## src/rtl/sdr_seq_pkg.sv

```systemverilog
package sdr_seq_pkg;

  // pin code {cs_n, ras_n, cas_n, we_n}
  typedef enum logic [3:0] {
    CMD_MRS = 4'b0000,
    CMD_REF = 4'b0001,
    CMD_PRE = 4'b0010,
    CMD_NOP = 4'b0111
  } sdr_cmd_e;

  typedef enum logic [3:0] {
    ST_PAUSE,
    ST_PRE,
    ST_PRE_W,
    ST_IREF,
    ST_IREF_W,
    ST_MRS,
    ST_MRS_W,
    ST_IDLE,
    ST_RPRE,
    ST_RPRE_W,
    ST_RREF,
    ST_RREF_W
  } seq_st_e;

endpackage

```

## src/rtl/sdr_countdown.sv

```systemverilog
module sdr_countdown #(
  parameter int W       = 8,
  parameter int RST_VAL = 0
) (
  input  logic         clk,
  input  logic         rst_n,
  input  logic         load,
  input  logic [W-1:0] load_val,
  output logic         zero
);

  logic [W-1:0] cnt_q;

  always_ff @(posedge clk) begin
    if (!rst_n)          cnt_q <= W'(RST_VAL);
    else if (load)       cnt_q <= load_val;
    else if (cnt_q != 0) cnt_q <= cnt_q - 1'b1;
  end

  assign zero = (cnt_q == 0);

endmodule

```

## src/rtl/sdr_refresh_tracker.sv

```systemverilog
module sdr_refresh_tracker #(
  parameter int REF_CYC  = 1562,
  parameter int OWED_MAX = 2
) (
  input  logic                              clk,
  input  logic                              rst_n,
  input  logic                              run,
  input  logic                              take,
  output logic [$clog2(OWED_MAX+1)-1:0]     owed
);

  localparam int RW = (REF_CYC > 1) ? $clog2(REF_CYC) : 1;
  localparam int OW = $clog2(OWED_MAX + 1);

  logic [RW-1:0] ivl_q;
  logic          tick;
  logic [OW:0]   sum;

  assign tick = run && (ivl_q == RW'(REF_CYC - 1));

  always_ff @(posedge clk) begin
    if (!rst_n)     ivl_q <= '0;
    else if (tick)  ivl_q <= '0;
    else if (run)   ivl_q <= ivl_q + 1'b1;
  end

  always_comb begin
    sum = {1'b0, owed} + (OW+1)'(tick) - (OW+1)'(take);
  end

  always_ff @(posedge clk) begin
    if (!rst_n)                    owed <= '0;
    else if (sum > (OW+1)'(OWED_MAX)) owed <= OW'(OWED_MAX);
    else                           owed <= sum[OW-1:0];
  end


  owed_bound_chk: assert property (@(posedge clk) disable iff (!rst_n)
    owed <= OW'(OWED_MAX));


  take_legal_chk: assert property (@(posedge clk) disable iff (!rst_n)
    take |-> (owed != 0));

endmodule

```

## src/rtl/sdr_cmd_reg.sv

```systemverilog
module sdr_cmd_reg
  import sdr_seq_pkg::*;
#(
  parameter int ADDR_W = 12
) (
  input  logic              clk,
  input  logic              rst_n,
  input  sdr_cmd_e          cmd_in,
  input  logic [ADDR_W-1:0] addr_in,
  output logic              cs_n,
  output logic              ras_n,
  output logic              cas_n,
  output logic              we_n,
  output logic [ADDR_W-1:0] addr
);

  sdr_cmd_e cmd_q;

  always_ff @(posedge clk) begin
    if (!rst_n) begin
      cmd_q <= CMD_NOP;
      addr  <= '0;
    end else begin
      cmd_q <= cmd_in;
      addr  <= addr_in;
    end
  end

  assign {cs_n, ras_n, cas_n, we_n} = cmd_q;

endmodule

```

## src/rtl/sdr_init_refresh.sv

```systemverilog
module sdr_init_refresh
  import sdr_seq_pkg::*;
#(
  parameter int          CLK_MHZ   = 100,
  parameter int          ADDR_W    = 12,
  parameter int          A10_BIT   = 10,
  parameter int          PAUSE_CYC = 200 * CLK_MHZ,
  parameter int          T_RP      = 3,
  parameter int          T_RC      = 8,
  parameter int          T_MRD     = 2,
  parameter int          INIT_REFS = 8,
  parameter int          REF_CYC   = (64000 * CLK_MHZ) / 4096,
  parameter int          OWED_MAX  = 2,
  parameter logic [11:0] MODE_WORD = 12'h032
) (
  input  logic              clk,
  input  logic              rst_n,
  input  logic              ref_gnt,
  output logic              sd_cs_n,
  output logic              sd_ras_n,
  output logic              sd_cas_n,
  output logic              sd_we_n,
  output logic [ADDR_W-1:0] sd_addr,
  output logic              sd_cke,
  output logic              ready,
  output logic              ref_req,
  output logic              ref_busy
);

  localparam int CW = $clog2(PAUSE_CYC + T_RP + T_RC + T_MRD + 1);
  localparam int IW = $clog2(INIT_REFS + 1);
  localparam int OW = $clog2(OWED_MAX + 1);
  localparam int GW = $clog2(T_RC + 1);
  localparam logic [ADDR_W-1:0] PRE_ALL = ADDR_W'(1) << A10_BIT;

  seq_st_e         st_q, st_n;
  logic            ld;
  logic [CW-1:0]   ld_val;
  logic            t_zero;
  logic [IW-1:0]   iref_q;
  logic [OW-1:0]   owed;
  logic            take;
  sdr_cmd_e        cmd_n;
  logic [ADDR_W-1:0] addr_n;

  sdr_countdown #(.W(CW), .RST_VAL(PAUSE_CYC - 1)) u_wait (
    .clk(clk), .rst_n(rst_n), .load(ld), .load_val(ld_val), .zero(t_zero)
  );

  sdr_refresh_tracker #(.REF_CYC(REF_CYC), .OWED_MAX(OWED_MAX)) u_track (
    .clk(clk), .rst_n(rst_n), .run(ready), .take(take), .owed(owed)
  );

  always_comb begin
    st_n   = st_q;
    ld     = 1'b0;
    ld_val = '0;
    take   = 1'b0;
    unique case (st_q)
      ST_PAUSE:  if (t_zero) st_n = ST_PRE;
      ST_PRE:    begin st_n = ST_PRE_W;  ld = 1'b1; ld_val = CW'(T_RP - 2);  end
      ST_PRE_W:  if (t_zero) st_n = ST_IREF;
      ST_IREF:   begin st_n = ST_IREF_W; ld = 1'b1; ld_val = CW'(T_RC - 2);  end
      ST_IREF_W: if (t_zero) st_n = (iref_q == IW'(INIT_REFS)) ? ST_MRS : ST_IREF;
      ST_MRS:    begin st_n = ST_MRS_W;  ld = 1'b1; ld_val = CW'(T_MRD - 2); end
      ST_MRS_W:  if (t_zero) st_n = ST_IDLE;
      ST_IDLE:   if ((owed != 0) && ref_gnt) st_n = ST_RPRE;
      ST_RPRE:   begin st_n = ST_RPRE_W; ld = 1'b1; ld_val = CW'(T_RP - 2);  end
      ST_RPRE_W: if (t_zero) begin st_n = ST_RREF; take = 1'b1; end
      ST_RREF:   begin st_n = ST_RREF_W; ld = 1'b1; ld_val = CW'(T_RC - 2);  end
      ST_RREF_W: if (t_zero) begin
                   if (owed != 0) begin st_n = ST_RREF; take = 1'b1; end
                   else            st_n = ST_IDLE;
                 end
      default:   st_n = ST_PAUSE;
    endcase
  end

  always_comb begin
    cmd_n  = CMD_NOP;
    addr_n = '0;
    case (st_n)
      ST_PRE, ST_RPRE:  begin cmd_n = CMD_PRE; addr_n = PRE_ALL; end
      ST_IREF, ST_RREF: cmd_n = CMD_REF;
      ST_MRS:           begin cmd_n = CMD_MRS; addr_n = ADDR_W'(MODE_WORD); end
      default:          ;
    endcase
  end

  always_ff @(posedge clk) begin
    if (!rst_n) begin
      st_q   <= ST_PAUSE;
      iref_q <= '0;
      sd_cke <= 1'b0;
      ready  <= 1'b0;
    end else begin
      st_q   <= st_n;
      sd_cke <= 1'b1;
      if (st_n == ST_IREF) iref_q <= iref_q + 1'b1;
      if (st_n == ST_IDLE) ready <= 1'b1;
    end
  end

  sdr_cmd_reg #(.ADDR_W(ADDR_W)) u_pins (
    .clk(clk), .rst_n(rst_n), .cmd_in(cmd_n), .addr_in(addr_n),
    .cs_n(sd_cs_n), .ras_n(sd_ras_n), .cas_n(sd_cas_n), .we_n(sd_we_n),
    .addr(sd_addr)
  );

  assign ref_req  = (owed != 0) && (st_q == ST_IDLE);
  assign ref_busy = (st_q == ST_RPRE) || (st_q == ST_RPRE_W) ||
                    (st_q == ST_RREF) || (st_q == ST_RREF_W);

  // ---------------- checks on the pin stream ----------------
  logic [3:0]    pin_cmd;
  logic [3:0]    last_q;
  logic [GW-1:0] gap_q;

  assign pin_cmd = {sd_cs_n, sd_ras_n, sd_cas_n, sd_we_n};

  always_ff @(posedge clk) begin
    if (!rst_n) begin
      last_q <= CMD_NOP;
      gap_q  <= GW'(T_RC);
    end else begin
      if (pin_cmd != CMD_NOP) last_q <= pin_cmd;
      if (pin_cmd == CMD_REF)  gap_q <= GW'(1);
      else if (gap_q < GW'(T_RC)) gap_q <= gap_q + 1'b1;
    end
  end


  mrs_cke_chk: assert property (@(posedge clk) disable iff (!rst_n)
    (pin_cmd == CMD_MRS) |-> $past(sd_cke));


  mrs_nop_after_chk: assert property (@(posedge clk) disable iff (!rst_n)
    (pin_cmd == CMD_MRS) |=> (pin_cmd == CMD_NOP));


  ready_sticky_chk: assert property (@(posedge clk) disable iff (!rst_n)
    ready |=> ready);


  ref_spacing_chk: assert property (@(posedge clk) disable iff (!rst_n)
    (pin_cmd != CMD_NOP) |-> (gap_q >= GW'(T_RC)));


  banks_closed_chk: assert property (@(posedge clk) disable iff (!rst_n)
    (pin_cmd == CMD_REF) |-> ((last_q == CMD_PRE) || (last_q == CMD_REF)));


  req_after_ready_chk: assert property (@(posedge clk) disable iff (!rst_n)
    ref_req |-> ready);


  pre_all_chk: assert property (@(posedge clk) disable iff (!rst_n)
    (pin_cmd == CMD_PRE) |-> sd_addr[A10_BIT]);


  busy_no_req_chk: assert property (@(posedge clk) disable iff (!rst_n)
    ref_busy |-> !ref_req);

endmodule

```

## config.mk

```make
export PLATFORM = sky130hd
export DESIGN_NAME = sdr_init_refresh
export DESIGN_NICKNAME = d
export VERILOG_FILES = /design/src/rtl/sdr_seq_pkg.sv /design/src/rtl/sdr_countdown.sv /design/src/rtl/sdr_refresh_tracker.sv /design/src/rtl/sdr_cmd_reg.sv /design/src/rtl/sdr_init_refresh.sv
export SDC_FILE = /design/constraint.sdc
export NUM_CORES = 1
export LEC_CHECK = 0
export BUFFER_PORTS_ARGS = -buffer_cell sky130_fd_sc_hd__buf_2
export CAP_MARGIN = 20
export CELL_PAD_IN_SITES_DETAIL_PLACEMENT = 1
export CELL_PAD_IN_SITES_GLOBAL_PLACEMENT = 1
export CORE_AREA = 4 4 84 86
export DETAILED_ROUTE_END_ITERATION = 8
export DIE_AREA = 0 0 88 90
export PLACE_DENSITY_LB_ADDON = 0.1
export SLEW_MARGIN = 20
export SYNTH_ARGS = -nofsm -noshare
export SYNTH_HDL_FRONTEND = slang
export SYNTH_HIERARCHICAL = 1
export SYNTH_SLANG_ARGS = --single-unit
```

## constraint.sdc

```tcl
create_clock -name clk -period 7.6 [get_ports clk]
set_input_delay 0.76 -clock clk [delete_from_list [all_inputs] [get_ports clk]]
set_output_delay 0.76 -clock clk [all_outputs]
set_load 0.05 [all_outputs]
```

== Word-level counts from Yosys, hierarchy flattened ==
Index checks and enable logic that the tools add are counted.
Word-level totals
  flip-flop bits (word level): 54
  bits in latches: 0
  RAM bits: 0
  ROM bits: 0
  bits of input ports: 3
  output and inout port bits: 20
  word-level logic and storage cells: 76
  memories kept: 0
Operators by class
  add/subtract/negate cells: 5
  $mul: 0
  divide/modulo/power cells: 0
  order comparisons: 1
  equality and inequality tests: 19
  shift operators: 0
  muxes and demuxes: 22
  bitwise gates (word level): 1
  reductions and logical operators: 18
Operators with widths (count)
  $pmux 4 s12: 1
  $mux 4: 8
  $mux 15: 2
  $eq 4x4->1 const B: 7
  $eq 4x3->1 const B: 6
  $pmux 11 s2: 1
  $logic_not 15->1: 1
  $reduce_bool 15->1: 1
  $sub 15x1->15 const B: 1
  $eq 4x2->1 const B: 3
  $reduce_or 2->1: 6
  $add 11x1->11 const B: 1
  $eq 11x11->1 const B: 1
  $pmux 3 s3: 1
  $eq 4x1->1 const B: 2
  $pmux 3 s2: 1
  $mux 1: 5
  $reduce_or 5->1: 1
  $add 4x1->4 const B: 1
  $logic_not 4->1: 1
  $reduce_bool 2->1: 2
  $add 2x1->3: 1
  $gt 3x2->1 const B: 1
  $logic_and 1x1->1: 3
  other kinds (6): 8

== Logic depth before layout (Yosys ltp) ==
  word-level depth: 7
  mapped depth: 18
  mapped depth without buffers: 18

== By module ==
The synthesis kept the hierarchy.
By module, submodules not included
  sdr_countdown: times used 1, cells an instance 112, area an instance 882.1 µm², sequential area each 300.3 µm²
  sdr_init_refresh: times used 1, cells an instance 94, area an instance 760.7 µm², sequential area each 200.2 µm²
  sdr_refresh_tracker: times used 1, cells an instance 73, area an instance 659.4 µm², sequential area each 260.2 µm²
  sdr_cmd_reg: times used 1, cells an instance 33, area an instance 442.9 µm², sequential area each 320.3 µm²

== Least setup slack after synthesis ==
No wires, ideal clock.
  path kind: reg2reg
  start point: register u_wait.cnt_q[0]
  end point: register u_track.owed[0]
  setup time: 0.064 ns
  arrival time: 3.380 ns
  required time: 7.536 ns
  setup slack: 4.157 ns
  cell stages (with the launch flop): 19
  path buffers: 1
  period minus slack after synthesis: 3.443 ns
  cells stage by stage: dfxtp_1 inv_1 ha_1 nor4b_1 nand4_1 inv_1 nor3b_1 a2bb2oi_1 o32a_2 buf_6 nor2_1 ha_1 inv_1 ha_1 inv_1 fa_1 xnor2_1 nand2_1 nor2_1
Between the ends
  word-level cells in the longest chain between the ends: 6
  elaborated cells between the ends (all ways): 7
  those cells by class: add/sub (1); order compare (1); mux (3); reduce/logical (2)
RTL lines
  from (decl): line sdr_countdown.sv:12  | logic [W-1:0] cnt_q;
  from (signal assigned): line sdr_countdown.sv:15  | if (!rst_n) cnt_q <= W'(RST_VAL);
  from (signal assigned): line sdr_countdown.sv:16  | else if (load) cnt_q <= load_val;
  from (signal assigned): line sdr_countdown.sv:17  | else if (cnt_q != 0) cnt_q <= cnt_q - 1'b1;
  $logic_not 15->1 (*): line sdr_countdown.sv:20  | assign zero = (cnt_q == 0);
  net t_zero: line sdr_init_refresh.sv:39  | logic t_zero;
  $mux 1, on equally long branches: line sdr_init_refresh.sv:71, sdr_init_refresh.sv:69
  $pmux 1 s2 (*): line sdr_init_refresh.sv:59  | unique case (st_q)
  net take: line sdr_init_refresh.sv:42  | logic take;
  $sub 3x1->3 (*): line sdr_refresh_tracker.sv:28  | sum = {1'b0, owed} + (OW+1)'(tick) - (OW+1)'(take);
  $gt 3x2->1: line sdr_refresh_tracker.sv:33  | else if (sum > (OW+1)'(OWED_MAX)) owed <= OW'(OWED_MAX);
  $reduce_or 2->1 (no line)
  to (signal assigned): line sdr_refresh_tracker.sv:33
  to (signal assigned): line sdr_refresh_tracker.sv:34  | else owed <= sum[OW-1:0];
  to (decl): line sdr_refresh_tracker.sv:9  | output logic [$clog2(OWED_MAX+1)-1:0] owed
Mark *: on every way through the listed nets, which the timed path passes. The rest lies on a longest branch.
A chain may end at the register's enable or synchronous reset.

== Final worst setup path ==
Ends and elaborated chain as after synthesis.

==> flow_summary.ini <==
[status]
status = finished, final reports clean

[timing]
period_share_pct = 52.7
fmax_ghz = 0.250
final.setup.tns_ps = 0
slew_viol_final = 0
fin_skew_ps = 11.1
fin_crit_ps = 4010
slew_headroom_pct = 51.1
worst_pin_slew_ps = 724
rsz0062_at_grt = false
setup-violations-final = 0
hold_viol = 0

[cts]
post_cts_buffers = 0
clk_latency_ps = 310
cts_resized = 0
numCtsBuffers = 5
root_buffer = clkbuf_8
cts-htree-levels = 2
cts_tree = done
cts_buffer_depth = 2
cts.reportedPaths.clkPinSlew_ps = 110
cts_num_sinks = 54
holdBufCountCts = 0

[synth]
ys.warnings.count = 6
synth_top_cell_by_area = dfxtp_1
synth_seq_cells = 54
yosys-top-cells-area = dfxtp_1 (39%), nand2_1 (4.0%), a21oi_1 (3.5%)
synth_area_per_cell_um2 = 8.80
synthCells = 312
yosysTopAreaCellShare_pct = 39.4
yosysUniqueCellTypes = 61
yosysSeqAreaShare_pct = 39.4
synth-edff-count = 0
ys.flop_type = dfxtp_1
async_flop_share_pct = 0
syn_area_um2 = 2750

[cells_and_area]
n_antenna_cell = 0
final_cell_mix = dfxtp_1 (54), nand2_1 (29), buf_2 (22)
drive_above_1_share_pct = 16.0
nFillCells = 781
fin_area_um2 = 3080
syn_to_final_growth_pct = 12.2
nets = 361
final_common_cell = dfxtp_1

[pwr]
combPwrFrac_pct = 5.4
p_int_mw = 0.395
clkPwrFrac_pct = 38.9
switching_share_pct = 23.7
power.density_nw_per_um2 = 168
leakagePower_nw = 1.17
pwr-share-seq_pct = 55.7
switchingPower_mw = 0.123
peakVddDrop_mv = 0.0842

[setup_path]
crit_type = reg -> reg
end_kind = register
cp_data_required_time_ps = 7860
crit_fanout = 10
crit_slowest_cell = nor4b_1
worst-path-buf-inv = 4
crit_chain = inv_1 -> ha_1 -> nor4b_1 -> nand4_1 -> inv_1 -> nor3b_1 -> a2bb2oi_1 -> o32a_2 -> nor2_1 -> ha_1 -> inv_1 -> ha_1 -> inv_1 -> fa_1 -> xnor2_1 -> nand2_1 -> nor2_1
startpoint_type = register
crit_top_cell = inv_1
cp_slowest_stage_delay_ps = 620
critPathArrivalTime_ps = 4270
crit_family = simple AND/OR/NAND/NOR gates

[floorplan]
die_h_um = 90
core_area_um2 = 6280
dieWidth_um = 88
start_util_pct = 43.7
pin_count = 23
dieArea_um2 = 7920
num_rows = 29

[global_routing]
grt_antenna_before_repair = 0
first_global_vias = 2416
grt_usage_pct = 16.5
grt-ovfl-total = 0
grt_first_pass_wirelength_um = 10900
grt_max_degree = 49

[route]
wire_per_inst_um = 14.1
drt-initial-drc-count = 69
routed_wl_um = 6040
vias = 2291
remaining_drc_errors = 0
drt_pass1_iterations = 4
routed_via_density = 5.35
antenna_left = 0

[placement]
hpwl_um = 4380
gp_congestion = 0.832
placed_area_um2 = 2960
port-buffer-count = 22

[job]
drv_cap = 0

[worst_hold_path]
hp-class = reg -> reg
kinds of logic (layout without fill, tap and decap cells):
group	after synthesis	after routing	synth area share, %
AO/OA/AOI/OAI	70	70	17.0
XOR/XNOR	9	9	2.87
adder cells (fa/ha/maj)	8	8	3.92
buffers and inverters	28	47	4.83
flip-flops	54	54	39.4
multiplexers	7	7	2.60
other	1	21	0.137
AND/OR/NAND/NOR	135	135	29.2
final cells by class:
cell class,count,area (µm²),area share [%]
sequential,54,1080,35.1
clock buffer,5,68.8,2.23
clock inverter,3,48.8,1.58
timing repair buffer,23,118,3.82
tap,77,96.3,3.13
inverter,16,60.1,1.95
multi-input combinational,250,1610,52.2
tightest hold or removal path, cell delays in order, from the launching register on:
cell	delay, ps
dfxtp_1	330
nand2_1	60
mux2i_1	50
stage by stage:
stage / power (mW) / instances / hold slack, ps / worst slack [ps] / util, %
finish: 0.518 / 428 / 481 / 3590 / 49.1
global route: 0.549 / 428 / 515 / 3280 / 49.1
CTS: 0.529 / 428 / 484 / 3600 / 49.1
detailed placement: 0.323 / 420 / 469 / 3700 / 47.2
global placement: 0.323 / 420 / 455 / 3900 / 47.2
floorplan: 0.317 / 332 / 443 / 4160 / -
sequential cells by signal (all words and copies together) (netlist names):
register and flops:
iref_q 4, ready 1, sd_cke 1, st_q 4, u_pins/addr 12, u_pins/cmd_q 4
u_track/ivl_q 11, u_track/owed 2, u_wait/cnt_q 15
per-layer routing:
metal / vias up / GRT usage [%] / part of all wire (%)
met1: 1087 / 21.1 / 47
met3: 8 / 3.20 / 2.9
met4: 0 / 4.60 / 1.4
met5: - / 0 / 0
met2: 22 / 27.9 / 49
li1: 1174 / - / -
worst paths after layout:
kind                   start               to  slack (ps)  cells past startpoint
max          u_wait/cnt_q[0]  u_track/owed[0]        3590                     17
min                iref_q[3]        iref_q[3]         480                      2
max reg2reg  u_wait/cnt_q[0]  u_track/owed[0]        3590                     17
min reg2reg        iref_q[3]        iref_q[3]         480                      2
synth_stat cells, types with 5 or more instances:
master / count
o21ai_0: 16
and2_1: 7
or3_1: 6
a21oi_1: 19
ha_1: 7
o211ai_1: 5
nand2b_1: 11
xnor2_1: 6
or4_1: 5
nand2_1: 29
nand3_1: 5
a31oi_1: 6
nor3_1: 9
nor2_1: 19
nand4_1: 6
o31ai_1: 6
mux2i_1: 6
dfxtp_1: 54
and2_2: 9
inv_1: 16
power groups by stage:
stage / Sequential [mW] / Combinational [mW] / Clock (mW)
finish: 0.289 / 0.0279 / 0.202
global route: 0.289 / 0.0313 / 0.228
CTS: 0.289 / 0.0279 / 0.212
detailed placement: 0.295 / 0.0278 / 0
global placement: 0.295 / 0.0275 / 0
floorplan: 0.305 / 0.0115 / 0
(Power assumes the default switching activity.)
